**config.mk**
```make
export PLATFORM = sky130hd
export DESIGN_NAME = extint_edge_unit
export DESIGN_NICKNAME = d
export VERILOG_FILES = /design/src/rtl/extint_pkg.sv /design/src/rtl/extint_sync.sv /design/src/rtl/extint_edge_cell.sv /design/src/rtl/extint_clr_guard.sv /design/src/rtl/extint_edge_unit.sv
export SDC_FILE = /design/constraint.sdc
export NUM_CORES = 1
export LEC_CHECK = 0
export BUFFER_PORTS_ARGS = -buffer_cell sky130_fd_sc_hd__clkbuf_2
export CORE_UTILIZATION = 40
export CTS_CLUSTER_SIZE = 25
export DETAILED_ROUTE_END_ITERATION = 8
export GPL_TIMING_DRIVEN = 0
export PLACE_DENSITY = 0.74
export SLEW_MARGIN = 20
export SYNTH_ARGS = -nofsm -noshare
export SYNTH_HDL_FRONTEND = slang
export SYNTH_SLANG_ARGS = --single-unit
```
**constraint.sdc**
```tcl
create_clock -name clk -period 1.35 [get_ports clk]
set_input_delay 0.2025 -clock clk [delete_from_list [all_inputs] [get_ports clk]]
set_output_delay 0.2025 -clock clk [all_outputs]
set_load 0.02 [all_outputs]
```
**src/rtl/extint_pkg.sv**
```systemverilog
package extint_pkg;
    parameter int NUM_IRQ = 2;
    parameter int NUM_WKP = 8;
    localparam int NSRC   = NUM_IRQ + NUM_WKP;

    typedef enum logic {
        GRD_OPEN = 1'b0,
        GRD_HOLD = 1'b1
    } guard_state_e;
endpackage

```
**src/rtl/extint_sync.sv**
```systemverilog
module extint_sync #(
    parameter int W      = 1,
    parameter int STAGES = 2
) (
    input  logic         clk,
    input  logic         rst_n,
    input  logic [W-1:0] d,
    output logic [W-1:0] q
);
    logic [W-1:0] chain [STAGES];

    always_ff @(posedge clk or negedge rst_n) begin
        if (!rst_n) begin
            for (int s = 0; s < STAGES; s++) chain[s] <= '1;
        end else begin
            chain[0] <= d;
            for (int s = 1; s < STAGES; s++) chain[s] <= chain[s-1];
        end
    end

    assign q = chain[STAGES-1];
endmodule

```
**src/rtl/extint_edge_cell.sv**
```systemverilog
module extint_edge_cell #(
    parameter bit FIXED_FALL = 1'b0
) (
    input  logic clk,
    input  logic rst_n,
    input  logic pin_s,
    input  logic func_en,
    input  logic sel_rise,
    output logic hit
);
    logic gated;
    logic gated_prev;
    logic rise_ev;
    logic fall_ev;
    logic use_rise;

    // disabled function forces the line high
    assign gated = func_en ? pin_s : 1'b1;

    always_ff @(posedge clk or negedge rst_n) begin
        if (!rst_n) gated_prev <= 1'b1;
        else        gated_prev <= gated;
    end

    assign rise_ev = !gated_prev &&  gated;
    assign fall_ev =  gated_prev && !gated;

    generate
        if (FIXED_FALL) begin : g_fall_only
            assign use_rise = 1'b0 & sel_rise;
        end else begin : g_selectable
            assign use_rise = sel_rise;
        end
    endgenerate

    assign hit = use_rise ? rise_ev : fall_ev;
endmodule

```
**src/rtl/extint_clr_guard.sv**
```systemverilog
module extint_clr_guard
    import extint_pkg::*;
(
    input  logic clk,
    input  logic rst_n,
    input  logic mode_wr,
    output logic clr_open,
    output logic guard_hold
);
    guard_state_e state_q;
    guard_state_e state_d;

    always_ff @(posedge clk or negedge rst_n) begin
        if (!rst_n) state_q <= GRD_OPEN;
        else        state_q <= state_d;
    end

    always_comb begin
        state_d = state_q;
        unique case (state_q)
            GRD_OPEN: if (mode_wr) state_d = GRD_HOLD;  // ENTER_HOLD
            GRD_HOLD: if (!mode_wr) state_d = GRD_OPEN; // REOPEN, else STAY_HOLD
            default:  state_d = GRD_OPEN;
        endcase
    end

    always_comb begin
        clr_open   = 1'b0;
        guard_hold = 1'b0;
        unique case (state_q)
            GRD_OPEN: clr_open   = 1'b1;
            GRD_HOLD: guard_hold = 1'b1;
            default:  clr_open   = 1'b1;
        endcase
    end
endmodule

```
**src/rtl/extint_edge_unit.sv**
```systemverilog
module extint_edge_unit
    import extint_pkg::*;
(
    input  logic               clk,
    input  logic               rst_n,
    input  logic [NUM_IRQ-1:0] pin_irq,
    input  logic [NUM_WKP-1:0] pin_wkp,
    input  logic               mode_wr,
    input  logic [NSRC-1:0]    mode_wdata,
    input  logic               edge_wr,
    input  logic [NUM_IRQ-1:0] edge_wdata,
    input  logic               mask_wr,
    input  logic [NSRC-1:0]    mask_wdata,
    input  logic               flag_clr_wr,
    input  logic [NSRC-1:0]    flag_clr_wdata,
    output logic [NSRC-1:0]    flag_q,
    output logic               irq_out
);
    logic [NSRC-1:0]    pins_raw;
    logic [NSRC-1:0]    pins_s;
    logic [NSRC-1:0]    mode_q;
    logic [NSRC-1:0]    mask_q;
    logic [NUM_IRQ-1:0] edge_q;
    logic [NSRC-1:0]    set_vec;
    logic [NSRC-1:0]    clr_vec;
    logic [NSRC-1:0]    flag_d;
    logic               clr_open;
    logic               guard_hold;

    assign pins_raw = {pin_wkp, pin_irq};

    extint_sync #(.W(NSRC), .STAGES(2)) u_sync (
        .clk   (clk),
        .rst_n (rst_n),
        .d     (pins_raw),
        .q     (pins_s)
    );

    always_ff @(posedge clk or negedge rst_n) begin
        if (!rst_n) begin
            mode_q <= '0;
            mask_q <= '0;
            edge_q <= '0;
        end else begin
            if (mode_wr) mode_q <= mode_wdata;
            if (mask_wr) mask_q <= mask_wdata;
            if (edge_wr) edge_q <= edge_wdata;
        end
    end

    generate
        for (genvar i = 0; i < NSRC; i++) begin : g_src
            if (i < NUM_IRQ) begin : g_irq
                extint_edge_cell #(.FIXED_FALL(1'b0)) u_cell (
                    .clk      (clk),
                    .rst_n    (rst_n),
                    .pin_s    (pins_s[i]),
                    .func_en  (mode_q[i]),
                    .sel_rise (edge_q[i]),
                    .hit      (set_vec[i])
                );
            end else begin : g_wkp
                extint_edge_cell #(.FIXED_FALL(1'b1)) u_cell (
                    .clk      (clk),
                    .rst_n    (rst_n),
                    .pin_s    (pins_s[i]),
                    .func_en  (mode_q[i]),
                    .sel_rise (1'b0),
                    .hit      (set_vec[i])
                );
            end
        end
    endgenerate

    extint_clr_guard u_guard (
        .clk        (clk),
        .rst_n      (rst_n),
        .mode_wr    (mode_wr),
        .clr_open   (clr_open),
        .guard_hold (guard_hold)
    );

    assign clr_vec = (flag_clr_wr && clr_open) ? ~flag_clr_wdata : '0;
    assign flag_d  = (flag_q & ~clr_vec) | set_vec;

    always_ff @(posedge clk or negedge rst_n) begin
        if (!rst_n) flag_q <= '0;
        else        flag_q <= flag_d;
    end

    assign irq_out = |(flag_q & mask_q);
endmodule

```
# --- After elaboration in Yosys (flattened, before gate mapping) ---
# Cells that the tools add are included.
classes:
  mux: 15
  bitwise: 5
  reduce_logical: 26
op_table:
  columns: ["operator", "count"]
  rows:
  - ["$and A10 B10 Y10", 2]
  - ["$not A10 Y10", 2]
  - ["$mux W1", 14]
  - ["$logic_and A1 B1 Y1", 13]
  - ["$logic_not A1 Y1", 12]
  - ["$mux W10", 1]
  - ["$or A10 B10 Y10", 1]
  - ["$reduce_or A10 Y1", 1]
totals:
  register_bits: 63
  input_bits: 48
  word_cells: 63

# --- Longest topological paths before layout ---
depth:
  ltp_word: 6
  mapped_depth: 4
  depth_no_buf: 3

# --- Modules after synthesis ---
# A second synthesis with hierarchy kept.
unflattened:
  cells_unflattened: 150
  area_unflattened_um2: 2311.0
modules_own_cells:
  columns: ["mod", "instances", "cells_each", "area_per_inst_um2", "seq_area_each_um2"]
  rows:
  - ["extint_edge_unit", 1, 84, 1236.2, 800.8]
  - ["extint_sync", 1, 30, 600.6, 525.5]
  - ["extint_edge_cell at g_src[2].g_wkp.u_cell ...", 8, 3, 41.3, 26.3]
  - ["extint_edge_cell at g_src[0].g_irq.u_cell ...", 2, 5, 57.6, 26.3]
  - ["extint_clr_guard", 1, 2, 28.8, 25.0]

# --- Least setup slack after synthesis ---
# No wires, ideal clock.
synth_path:
  kind: "register -> output"
  from: "register flag_q[4]"
  to: "output irq_out"
  arrival_ps: 1090
  setup_slack_ps: 57
  stages_incl_launch_ff: 4
  cell_sequence: "dfrtp_1 a22o_1 a221oi_2 nand4_1"
synth_via:
  elab_chain_cells: 2
synth_lines:
  columns: ["item", "line_no", "text"]
  rows:
  - ["start: declaration", "extint_edge_unit.sv:16", "output logic [NSRC-1:0] flag_q,"]
  - ["start signal: assignment", "extint_edge_unit.sv:88", "else flag_q <= flag_d;"]
  - ["$and A10 B10 Y10", "extint_edge_unit.sv:91", "assign irq_out = |(flag_q & mask_q);"]
  - ["$reduce_or A10 Y1", "extint_edge_unit.sv:91", null]
  - ["end: declaration", "extint_edge_unit.sv:17", "output logic irq_out"]
# No other way between the ends.

# --- Worst setup path in the final report ---
# Same ends and word-level chain as after synthesis.

==> results.sh <==
export IMPL_status="finished with violations"
export IMPL_failed_checks="setup timing"
export IMPL_grt_max_degree=45
export IMPL_syn_avg_cell_area_sq_um=15.81
export IMPL_num_antenna_cells=0
export IMPL_swShare=0.2326
export IMPL_cp_max_fo=3
export IMPL_dpl_hpwl_um=2540
export IMPL_ir_drop_mv=0.5368
export IMPL_finalMaxSlewViolations=0
export IMPL_slew_headroom=0.8148
export IMPL_ys_types=14
export IMPL_fillerInstances=444
export IMPL_finalSetupViolations=1
export IMPL_rr_endpoint="flag_q[1]$_DFF_PN0_"
export IMPL_path_class="reg2out"
export IMPL_overflow=0
export IMPL_min_to="mode_q[9]$_DFFE_PN0P_"
export IMPL_seq_power_share=0.552
export IMPL_reg2reg_depth=4
export IMPL_routed_wl_um=3434
export IMPL_cts_buffers=9
export IMPL_clk_path_buf_depth=2
export IMPL_finalCritPeriodShare=1.174
export IMPL_maxCapViolCount=0
export IMPL_rsz0062_at_grt="true"
export IMPL_timing_final_crit_period_ns=1.585
export IMPL_grt_use_total=0.1293
export IMPL_dp_cells=265
export IMPL_routed_via_density=4.375
export IMPL_syn_nets=185
export IMPL_setup_ws_ns=-0.2346
export IMPL_rows=26
export IMPL_finClkSkew_ns=0.006736
export IMPL_synth_seq_cells=63
export IMPL_min_path_type="in2reg"
export IMPL_grt_pass1_wl_um=5119
export IMPL_tightest_slew_ns=0.2777
export IMPL_power_mw=3.988
export IMPL_syn_area_sq_um=2166
export IMPL_p_clk_frac=0.329
export IMPL_drt_pass1_iterations=4
export IMPL_ys_seq_area_frac=0.7452
export IMPL_switchingPower_mw=0.9277
export IMPL_post_drt_wl_per_cell_um=11.72
export IMPL_share_comb_of_total_power=0.119
export IMPL_regToRegSetupSlack_ns=0.23
export IMPL_die_h_um=75.59
export IMPL_ys_warn_count=0
export IMPL_maxClockFrequency_mhz=631.1
export IMPL_layout_commonest_cell="clkbuf_2"
export IMPL_crit_arrival_ns=1.38
export IMPL_vias=1282
export IMPL_timing_hold_violations_final=0
export IMPL_post_route_util=0.5496
export IMPL_portBuffers=57
export IMPL_place_congestion=0.6532
export IMPL_synthCells=137
export IMPL_p_leak_nw=1.305
export IMPL_antenna_left=0
export IMPL_drt_iter0_markers=78
export IMPL_dieArea_sq_um=5713
export IMPL_cts_setup_buffers=0
export IMPL_most_common_layout_cells="clkbuf_2, dfrtp_1, dfstp_2, mux2_2, o21ai_0"
export IMPL_path_clk_slew_ns=0.06
export IMPL_cts_sinks=63
export IMPL_clk_latency_ns=0.32
export IMPL_placed_area_sq_um=2561
export IMPL_grt_pass1_vias=1202
export IMPL_intPower_mw=3.060
export IMPL_min_path_cells=2
export IMPL_start_util=0.4187
export IMPL_ios=59
export IMPL_nets=266
export IMPL_antenna_found_initial=0
export IMPL_layoutNonFillerInstCount=293
export IMPL_placeableCoreArea_sq_um=5172
export IMPL_cp_end_kind="output port"
export IMPL_start_kind="flip-flop"
export IMPL_reg2reg_from="u_guard.state_q$_DFF_PN0_"
export IMPL_cts_tree="yes"
export IMPL_crit_required_ns=1.15
export IMPL_setup_tns_ns=-0.2346
export IMPL_htreeDepth=3
export IMPL_synthToLayoutAreaGrowth_pct=31.25
export IMPL_cts_root_buffer="clkbuf_8"
export IMPL_final_cell_area_sq_um=2843
export IMPL_drcViolationCount=0
export IMPL_worstHoldStart="mode_wdata[9]"
export IMPL_pwr_density_cell_nw_per_um2=1403
export IMPL_die_w_um=75.59
export IMPL_drive_above_1_share=0.5605
[cells in the mapped netlist]
cell type / instances / area [sq um]
o211ai_1: 2 / 15.01
inv_1: 8 / 30.03
dfrtp_1: 33 / 825.8
buf_4: 2 / 15.01
nand4_1: 1 / 6.260
nand3b_1: 2 / 15.01
a221oi_2: 1 / 15.01
mux2_2: 22 / 247.7
dfstp_2: 30 / 788.3
a22oi_1: 3 / 22.52
nand2b_1: 13 / 81.33
a22o_1: 1 / 8.760
clkbuf_2: 1 / 5.000
o21ai_0: 18 / 90.09
[how the worst max path moves through the flow]
stage / endpoint / slack [ns] / cells past startpoint / from
floorplan: irq_out / 0.06 / 3 / flag_q[4]$_DFF_PN0_
finish: irq_out / -0.23 / 4 / flag_q[4]$_DFF_PN0_
global placement: mode_q[1]$_DFFE_PN0P_ / -0.20 / 1 / rst_n
CTS: irq_out / -0.25 / 4 / flag_q[4]$_DFF_PN0_
global route: irq_out / -0.31 / 4 / flag_q[4]$_DFF_PN0_
detailed placement: irq_out / 0.10 / 4 / flag_q[4]$_DFF_PN0_
[area by class of cell]
class                      count  area, sq um  area share
clock buffer                  15        156.4     0.05502
buffer                         3        20.02    0.007042
multi-input combinational     63        501.7      0.1765
clock inverter                 1        5.005    0.001761
sequential                    63         1614      0.5678
timing repair buffer          70        427.9      0.1505
tap                           70        87.58     0.03081
inverter                       8        30.03     0.01056
[critical path: stages (launching register included)]
cell and delay, ns:
dfrtp_1 0.40, a22o_1 0.22, a221oi_2 0.16, nand4_1 0.11, buf_2 0.17
[metrics by stage]
step	hold WS, ns	setup slack [ns]
global placement	0.2906	-0.1999
detailed placement	0.1260	0.1033
floorplan	-0.09309	0.05736
finish	0.1095	-0.2346
global route	0.1007	-0.3107
CTS	0.09658	-0.2479
[routing by layer]
layer | GRT usage | wire, um | up-vias
met5 | 0 | 0 | -
met2 | 0.2123 | 1660 | 44
met4 | 0.1049 | 76 | 0
li1 | - | - | 628
met1 | 0.1406 | 1479 | 603
met3 | 0.03571 | 217 | 7
[cell families (layout without fill, tap and decap cells)]
group	Yosys count	count (layout)	synth area share
AO/OA/AOI/OAI	25	25	0.06990
AND/OR/NAND/NOR	16	16	0.04737
flip-flops	63	63	0.7452
multiplexers	22	22	0.1144
buffers and inverters	11	97	0.02310
[flip-flops by register name, indices dropped and copies added, names as in the netlist]
name	cells
edge_q	2
u_sync.q	10
flag_q	10
g_src.g_wkp.u_cell.gated_prev	8
g_src.g_irq.u_cell.gated_prev	2
mask_q	10
u_sync.chain	10
u_guard.state_q	1
mode_q	10
[power by group through the flow]
stage	registers (mW)	clock network [mW]	logic, mW
floorplan	2.28	0	0.184
global placement	2.22	0	0.437
detailed placement	2.23	0	0.457
CTS	2.20	1.37	0.484
global route	2.22	1.45	0.534
finish	2.20	1.31	0.474
[timing repair]
item,CTS,global route
setup endpoints to repair,1,1
hold buffers,12,0
pin swaps,0,0
hold endpoints to repair,18,0
resized for setup,0,1
Note: power is estimated with default switching activity, not from simulation.
